<file path="src/rtl/pool_pkg.sv">
package pool_pkg;

  // Strobes from the control unit to the datapath.
  typedef struct packed {
    logic rowLoad;   // an input value is accepted this cycle
    logic rowFirst;  // accepted value opens a horizontal window
    logic rowPush;   // accepted value closes a horizontal window
    logic colPop;    // vertical stage pops all queue heads
    logic colLast;   // the pop is the final one of the frame
  } poolStrobes_t;

  typedef enum logic [0:0] {
    COL_IDLE  = 1'b0,
    COL_DRAIN = 1'b1
  } colState_t;

endpackage

</file>
<file path="src/rtl/pool_ctrl.sv">
module pool_ctrl
  import pool_pkg::*;
#(
  parameter int MAP_SIZE = 16,
  parameter int POOL     = 4,
  localparam int OUT_W   = MAP_SIZE / POOL,
  localparam int CW      = (MAP_SIZE > 1) ? $clog2(MAP_SIZE) : 1,
  localparam int LW      = (POOL > 1) ? $clog2(POOL) : 1,
  localparam int OW      = (OUT_W > 1) ? $clog2(OUT_W) : 1
) (
  input  logic          clk,
  input  logic          rstN,
  input  logic          inValid,
  output poolStrobes_t  strobes,
  output logic [LW-1:0] fifoSel
);

  localparam logic [CW-1:0] LAST_COL  = CW'(MAP_SIZE - 1);
  localparam logic [LW-1:0] LAST_SLOT = LW'(POOL - 1);
  localparam logic [OW-1:0] LAST_OUT  = OW'(OUT_W - 1);

  // Horizontal stage position
  logic [CW-1:0] inCol;
  logic [LW-1:0] inGrp;
  logic [LW-1:0] rowSlot;
  logic          groupDone;

  // Vertical stage position
  colState_t     colState;
  logic [OW-1:0] outCol;
  logic [OW-1:0] outBand;

  assign groupDone = inValid && (inCol == LAST_COL) && (rowSlot == LAST_SLOT);

  always_ff @(posedge clk or negedge rstN) begin
    if (!rstN) begin
      inCol   <= '0;
      inGrp   <= '0;
      rowSlot <= '0;
    end else if (inValid) begin
      inGrp <= (inGrp == LAST_SLOT) ? '0 : inGrp + 1'b1;
      if (inCol == LAST_COL) begin
        inCol   <= '0;
        rowSlot <= (rowSlot == LAST_SLOT) ? '0 : rowSlot + 1'b1;
      end else begin
        inCol <= inCol + 1'b1;
      end
    end
  end

  always_ff @(posedge clk or negedge rstN) begin
    if (!rstN) begin
      colState <= COL_IDLE;
      outCol   <= '0;
      outBand  <= '0;
    end else begin
      unique case (colState)
        COL_IDLE: begin
          if (groupDone) begin
            colState <= COL_DRAIN;
            outCol   <= '0;
          end
        end
        COL_DRAIN: begin
          if (outCol == LAST_OUT) begin
            outCol   <= '0;
            colState <= COL_IDLE;
            outBand  <= (outBand == LAST_OUT) ? '0 : outBand + 1'b1;
          end else begin
            outCol <= outCol + 1'b1;
          end
        end
        default: colState <= COL_IDLE;
      endcase
    end
  end

  always_comb begin
    strobes.rowLoad  = inValid;
    strobes.rowFirst = inValid && (inGrp == '0);
    strobes.rowPush  = inValid && (inGrp == LAST_SLOT);
    strobes.colPop   = (colState == COL_DRAIN);
    strobes.colLast  = (colState == COL_DRAIN) && (outCol == LAST_OUT)
                       && (outBand == LAST_OUT);
    fifoSel          = rowSlot;
  end

endmodule

</file>
<file path="src/rtl/pool_datapath.sv">
module pool_datapath
  import pool_pkg::*;
#(
  parameter int MAP_SIZE = 16,
  parameter int POOL     = 4,
  parameter int DATA_W   = 16,
  localparam int OUT_W   = MAP_SIZE / POOL,
  localparam int LW      = (POOL > 1) ? $clog2(POOL) : 1,
  localparam int OW      = (OUT_W > 1) ? $clog2(OUT_W) : 1
) (
  input  logic                     clk,
  input  logic                     rstN,
  input  logic signed [DATA_W-1:0] inData,
  input  poolStrobes_t             strobes,
  input  logic [LW-1:0]            fifoSel,
  output logic                     outValid,
  output logic signed [DATA_W-1:0] outData,
  output logic                     frameEnd
);

  localparam logic [OW-1:0] LAST_PTR = OW'(OUT_W - 1);

  // Horizontal running maximum
  logic signed [DATA_W-1:0] runMax;
  logic signed [DATA_W-1:0] rowCand;

  always_comb begin
    if (strobes.rowFirst || (inData > runMax)) rowCand = inData;
    else                                      rowCand = runMax;
  end

  always_ff @(posedge clk or negedge rstN) begin
    if (!rstN)                runMax <= '0;
    else if (strobes.rowLoad) runMax <= rowCand;
  end

  // Row-interleaved queues, one per row slot
  logic signed [DATA_W-1:0] headVal [POOL];

  for (genvar f = 0; f < POOL; f++) begin : g_queue
    logic signed [DATA_W-1:0] mem [OUT_W];
    logic [OW-1:0] wrPtr;
    logic [OW-1:0] rdPtr;
    logic          wrEn;

    assign wrEn       = strobes.rowPush && (fifoSel == LW'(f));
    assign headVal[f] = mem[rdPtr];

    always_ff @(posedge clk) begin
      if (wrEn) mem[wrPtr] <= rowCand;
    end

    always_ff @(posedge clk or negedge rstN) begin
      if (!rstN) begin
        wrPtr <= '0;
        rdPtr <= '0;
      end else begin
        if (wrEn)
          wrPtr <= (wrPtr == LAST_PTR) ? '0 : wrPtr + 1'b1;
        if (strobes.colPop)
          rdPtr <= (rdPtr == LAST_PTR) ? '0 : rdPtr + 1'b1;
      end
    end
  end

  // Vertical maximum across queue heads
  logic signed [DATA_W-1:0] colMax;

  always_comb begin
    colMax = headVal[0];
    for (int f = 1; f < POOL; f++) begin
      if (headVal[f] > colMax) colMax = headVal[f];
    end
  end

  logic lastOut;

  always_ff @(posedge clk or negedge rstN) begin
    if (!rstN) begin
      outValid <= 1'b0;
      outData  <= '0;
      lastOut  <= 1'b0;
      frameEnd <= 1'b0;
    end else begin
      outValid <= strobes.colPop;
      lastOut  <= strobes.colLast;
      frameEnd <= lastOut;
      if (strobes.colPop) outData <= colMax;
    end
  end

endmodule

</file>
<file path="src/rtl/pool2stage.sv">
module pool2stage
  import pool_pkg::*;
#(
  parameter int MAP_SIZE = 16,
  parameter int POOL     = 4,
  parameter int DATA_W   = 16
) (
  input  logic                     clk,
  input  logic                     rstN,
  input  logic                     inValid,
  input  logic signed [DATA_W-1:0] inData,
  output logic                     outValid,
  output logic signed [DATA_W-1:0] outData,
  output logic                     frameEnd
);

  localparam int LW = (POOL > 1) ? $clog2(POOL) : 1;

  poolStrobes_t  strobes;
  logic [LW-1:0] fifoSel;

  pool_ctrl #(
    .MAP_SIZE(MAP_SIZE),
    .POOL    (POOL)
  ) u_ctrl (
    .clk    (clk),
    .rstN   (rstN),
    .inValid(inValid),
    .strobes(strobes),
    .fifoSel(fifoSel)
  );

  pool_datapath #(
    .MAP_SIZE(MAP_SIZE),
    .POOL    (POOL),
    .DATA_W  (DATA_W)
  ) u_dp (
    .clk     (clk),
    .rstN    (rstN),
    .inData  (inData),
    .strobes (strobes),
    .fifoSel (fifoSel),
    .outValid(outValid),
    .outData (outData),
    .frameEnd(frameEnd)
  );

endmodule

</file>
<file path="config.mk">
export PLATFORM = sky130hd
export DESIGN_NAME = pool2stage
export DESIGN_NICKNAME = d
export VERILOG_FILES = /design/src/rtl/pool_pkg.sv /design/src/rtl/pool_ctrl.sv /design/src/rtl/pool_datapath.sv /design/src/rtl/pool2stage.sv
export SDC_FILE = /design/constraint.sdc
export NUM_CORES = 1
export LEC_CHECK = 0
export ABC_AREA = 1
export BUFFER_PORTS_ARGS = -buffer_cell sky130_fd_sc_hd__buf_2
export CAP_MARGIN = 5
export CORE_MARGIN = 4
export CORE_UTILIZATION = 35
export DETAILED_ROUTE_END_ITERATION = 7
export PLACE_DENSITY_LB_ADDON = 0.1
export SYNTH_ARGS = -nofsm -noshare
export SYNTH_HDL_FRONTEND = slang
export SYNTH_SLANG_ARGS = --single-unit
</file>
<file path="constraint.sdc">
create_clock -name clk -period 9.2 [get_ports clk]
set_input_delay 0.46 -clock clk [delete_from_list [all_inputs] [get_ports clk]]
set_output_delay 0.46 -clock clk [all_outputs]
set_load 0.01 [all_outputs]
</file>
==> impl_metrics.yaml <==
run_status:
  outcome: "completed"
cts:
  cts_hold_repair.buffers: 0
  clk_root_buffer_cell: "sky130_fd_sc_hd__clkbuf_16"
  tritoncts: "done"
  cts.htree.levels: 2
  clk_path_buf_depth: 3
  cts.repair_timing.setup_buffer_count: 0
  clk_pin_slew_worst_paths_ps: 60
  clock_sink_count: 320
  worst_skew_pair.late_latency_ps: 520
  cts_inserted_buffers: 37
  cts_repair_resize_count: 0
die:
  die_w_um: 214
  pin_count: 37
  dieHeight_um: 214
  core_area_sq_um: 41900
  initial_cell_density_of_the_core_pct: 35.4
  placement_rows: 75
  die_area_sq_um: 45700
routing:
  drt-total-wl_mm: 38.7
  antenna_violating_nets_left: 0
  drc_errors: 0
  drt-wirelength-per-cell_um: 19.6
  via_count: 9808
  vias_per_cell: 4.96
  detailedRoute.firstIterationViolations: 710
  first_pass_iters: 5
yosys:
  yosysSeqAreaShare_pct: 62.7
  dominant_combinational_cell_family_by_area_after_synthesis: "simple AND/OR/NAND/NOR gates"
  synth-edff-count: 256
  synthSimpleGateAreaFrac_pct: 13.4
  synth-compound-area-share_pct: 11.5
  syn_avg_cell_area_sq_um: 10.9
  syn_area_sq_um: 14800
  synth_seq_cells: 320
  synth.mux.area_fraction_pct: 0.0761
  synthesis.instances: 1353
  synth_async_sr_flop_share_pct: 20.0
  post_synth_fa_ha_maj_area_fraction_pct: 7.69
  synth_flop_cell: "sky130_fd_sc_hd__edfxtp_1"
  post_synth_xor_area_fraction_pct: 0.118
  ys_warn_count: 0
  syn-num-nets: 1463
  post_synth_num_cell_types: 46
sta:
  period_needed_ps: 8130
  report.final.setup_viol: 0
  rsz0062_at_grt: "no"
  max_slew.worst_pin.slew_ps: 1050
  final_hold_viol_count: 0
  layout_worst_path_cycle_share_pct: 88.4
  fin_worst_skew_ps: 16.0
  max_slew_violation_count: 0
  relSlewSlack_pct: 29.9
  achievable-frequency_mhz: 123
  accumulated_negative_setup_slack_ps: 0
placed_design:
  gpl.final_weighted_congestion: 0.849
  port_buffers: 36
  hpwlAfterDp_mm: 24.6
setup_path:
  setup.worst_path.class: "reg -> reg"
  max_stage_delay_ps: 810
  worstPathArrival_ps: 8540
  startpoint_type: "flop"
  crit_fanout: 35
  critical_path_origin: "u_dp.g_queue[0].rdPtr[0]"
  required_ps: 9610
  worstReg2RegStart: "u_dp.g_queue[0].rdPtr[0]"
  critPathCaptureType: "flop"
  library_cell_contributing_the_largest_single_delay_on_the_critical_path: "sky130_fd_sc_hd__inv_1"
  cp_common_cell: "sky130_fd_sc_hd__nand2_1"
grt:
  grt_use_total_pct: 17.0
  grt_start_max_net_pins: 65
  grt_pass1_wl_mm: 58.4
  first_global_vias: 9377
  grt_overflow: 0
  antenna_found_initial: 1
layout:
  post_route_cells_drive_above_1_share_pct: 10.9
  count_of_nets_after_finishing: 1519
  fillCellCount: 4074
  synthToLayoutAreaGrowth_pct: 14.2
  diodes: 0
  multiInputGateArea_sq_um: 4860
  final-seq-area_sq_um: 9290
flow_run:
  maxCapViolCount: 0
hold_path:
  min-delay-path-class: "in -> async"
registers in the layout, indices dropped and copies added, names as in the netlist:
signal              count
u_dp.frameEnd           1
u_ctrl.outCol           2
u_ctrl.inGrp            2
u_ctrl.fifoSel          2
u_dp.g_queue.rdPtr      8
u_ctrl.inCol            4
u_dp.runMax            16
u_dp.outValid           1
u_dp.outData           16
u_ctrl.colState         1
u_dp.g_queue.wrPtr      8
u_dp.g_queue.mem      256
u_dp.lastOut            1
u_ctrl.outBand          2
kinds of logic (layout without fill, tap and decap cells):
kind of cell | Yosys count | after routing
and+or+nand+nor | 469 | 469
DFF | 320 | 320
AOI/OAI and AO/OA | 298 | 298
buffers and inverters | 172 | 257
adders and majority gates | 91 | 91
xor gates and xnor gates | 2 | 2
muxes | 1 | 1
cells in the final DEF (no fill, tap or decap), types with 2 or more instances in the layout:
cell type / n
sky130_fd_sc_hd__o21ai_0: 148
sky130_fd_sc_hd__edfxtp_1: 256
sky130_fd_sc_hd__o21ai_1: 17
sky130_fd_sc_hd__nand2_4: 2
sky130_fd_sc_hd__and2_1: 15
sky130_fd_sc_hd__a211oi_1: 5
sky130_fd_sc_hd__nor2_1: 129
sky130_fd_sc_hd__a32o_1: 15
sky130_fd_sc_hd__clkinv_2: 9
sky130_fd_sc_hd__o211ai_1: 2
sky130_fd_sc_hd__clkbuf_8: 5
sky130_fd_sc_hd__or2_2: 2
sky130_fd_sc_hd__nand4_1: 15
sky130_fd_sc_hd__nand3_1: 44
sky130_fd_sc_hd__dfrtp_1: 64
sky130_fd_sc_hd__ha_1: 91
sky130_fd_sc_hd__nand2_1: 236
sky130_fd_sc_hd__nand2_2: 15
sky130_fd_sc_hd__clkinv_1: 3
sky130_fd_sc_hd__nor3_1: 5
sky130_fd_sc_hd__a32oi_1: 5
sky130_fd_sc_hd__inv_1: 113
sky130_fd_sc_hd__clkbuf_16: 39
sky130_fd_sc_hd__o22ai_1: 43
sky130_fd_sc_hd__buf_4: 40
sky130_fd_sc_hd__clkbuf_1: 10
sky130_fd_sc_hd__buf_2: 35
sky130_fd_sc_hd__a21oi_1: 52
sky130_fd_sc_hd__o21a_1: 2
per-stage QoR:
step | hold slack [ps] | std cells | util [%] | worst slack, ps | cell area (sq um)
after floorplan | 164 | 1353 | - | 3110 | 14800
after global placement | 337 | 1909 | 37.6 | 1290 | 15700
after detailed placement | 343 | 1909 | 37.6 | 1140 | 15700
after CTS | 128 | 1977 | 40.4 | 1090 | 16900
after global routing | 156 | 1977 | 40.4 | 232 | 16900
final | 95.2 | 1977 | 40.4 | 1070 | 16900
Yosys cell counts, types with 2 or more instances:
cell type / n / area share, %
sky130_fd_sc_hd__edfxtp_1: 256 / 52
sky130_fd_sc_hd__a32oi_1: 5 / 0.30
sky130_fd_sc_hd__nand2_2: 15 / 0.63
sky130_fd_sc_hd__nor2_1: 129 / 3.3
sky130_fd_sc_hd__nor3_1: 5 / 0.17
sky130_fd_sc_hd__buf_2: 3 / 0.10
sky130_fd_sc_hd__a32o_1: 15 / 1.0
sky130_fd_sc_hd__inv_1: 113 / 2.9
sky130_fd_sc_hd__ha_1: 91 / 7.7
sky130_fd_sc_hd__buf_1: 7 / 0.18
sky130_fd_sc_hd__dfrtp_1: 64 / 11
sky130_fd_sc_hd__o211ai_1: 2 / 0.10
sky130_fd_sc_hd__nand2_1: 236 / 6.0
sky130_fd_sc_hd__nand2_4: 2 / 0.15
sky130_fd_sc_hd__o21ai_0: 164 / 5.5
sky130_fd_sc_hd__and2_1: 15 / 0.63
sky130_fd_sc_hd__clkbuf_1: 46 / 1.2
sky130_fd_sc_hd__nand4_1: 15 / 0.63
sky130_fd_sc_hd__nand3_1: 44 / 1.5
sky130_fd_sc_hd__o22ai_1: 43 / 1.8
sky130_fd_sc_hd__a211oi_1: 5 / 0.25
sky130_fd_sc_hd__or2_2: 2 / 0.084
sky130_fd_sc_hd__a21oi_1: 52 / 1.8
sky130_fd_sc_hd__o21a_1: 2 / 0.10
routing by layer:
metal | vias up | GRT usage [%] | share of wire [%]
li1 | 4873 | - | -
met1 | 4705 | 24.6 | 48
met2 | 184 | 27.3 | 46
met3 | 46 | 2.82 | 4.5
met4 | 0 | 3.51 | 1.5
met5 | - | 0 | 0
worst paths after layout:
check | depth (start not counted) | slack, ps | endpoint
setup / recovery | 34 | 1070 | u_dp.outData[2]
hold / removal | 1 | 100 | u_dp.g_queue[2].rdPtr[1]
setup reg to reg | 34 | 1070 | u_dp.outData[2]
hold reg to reg | 0 | 350 | u_dp.frameEnd
max in group asynchronous | 1 | 8400 | u_dp.g_queue[0].wrPtr[1]
min in group clk | 5 | 330 | u_dp.runMax[14]
layout make-up:
class,count,area share (%)
multi-input cells,861,28.7
flip-flops and latches,320,54.9
well taps,539,3.99
clock buffers,54,6.40
inverters,114,2.53
clock inverters,14,0.585
repair buffers,75,2.81
worst max-delay path, delay by kind of cell, from the launching register on:
family,cells,cell delay (ps)
AND/OR/NAND/NOR,18,3010
AO/OA/AOI/OAI,7,2050
buffers and inverters,6,1590
adder cells (fa/ha/maj),3,1000
flip-flops,1,360
Power is not shown: default switching activity piles up to over one toggle a cycle in this logic, so the estimate is an artifact.
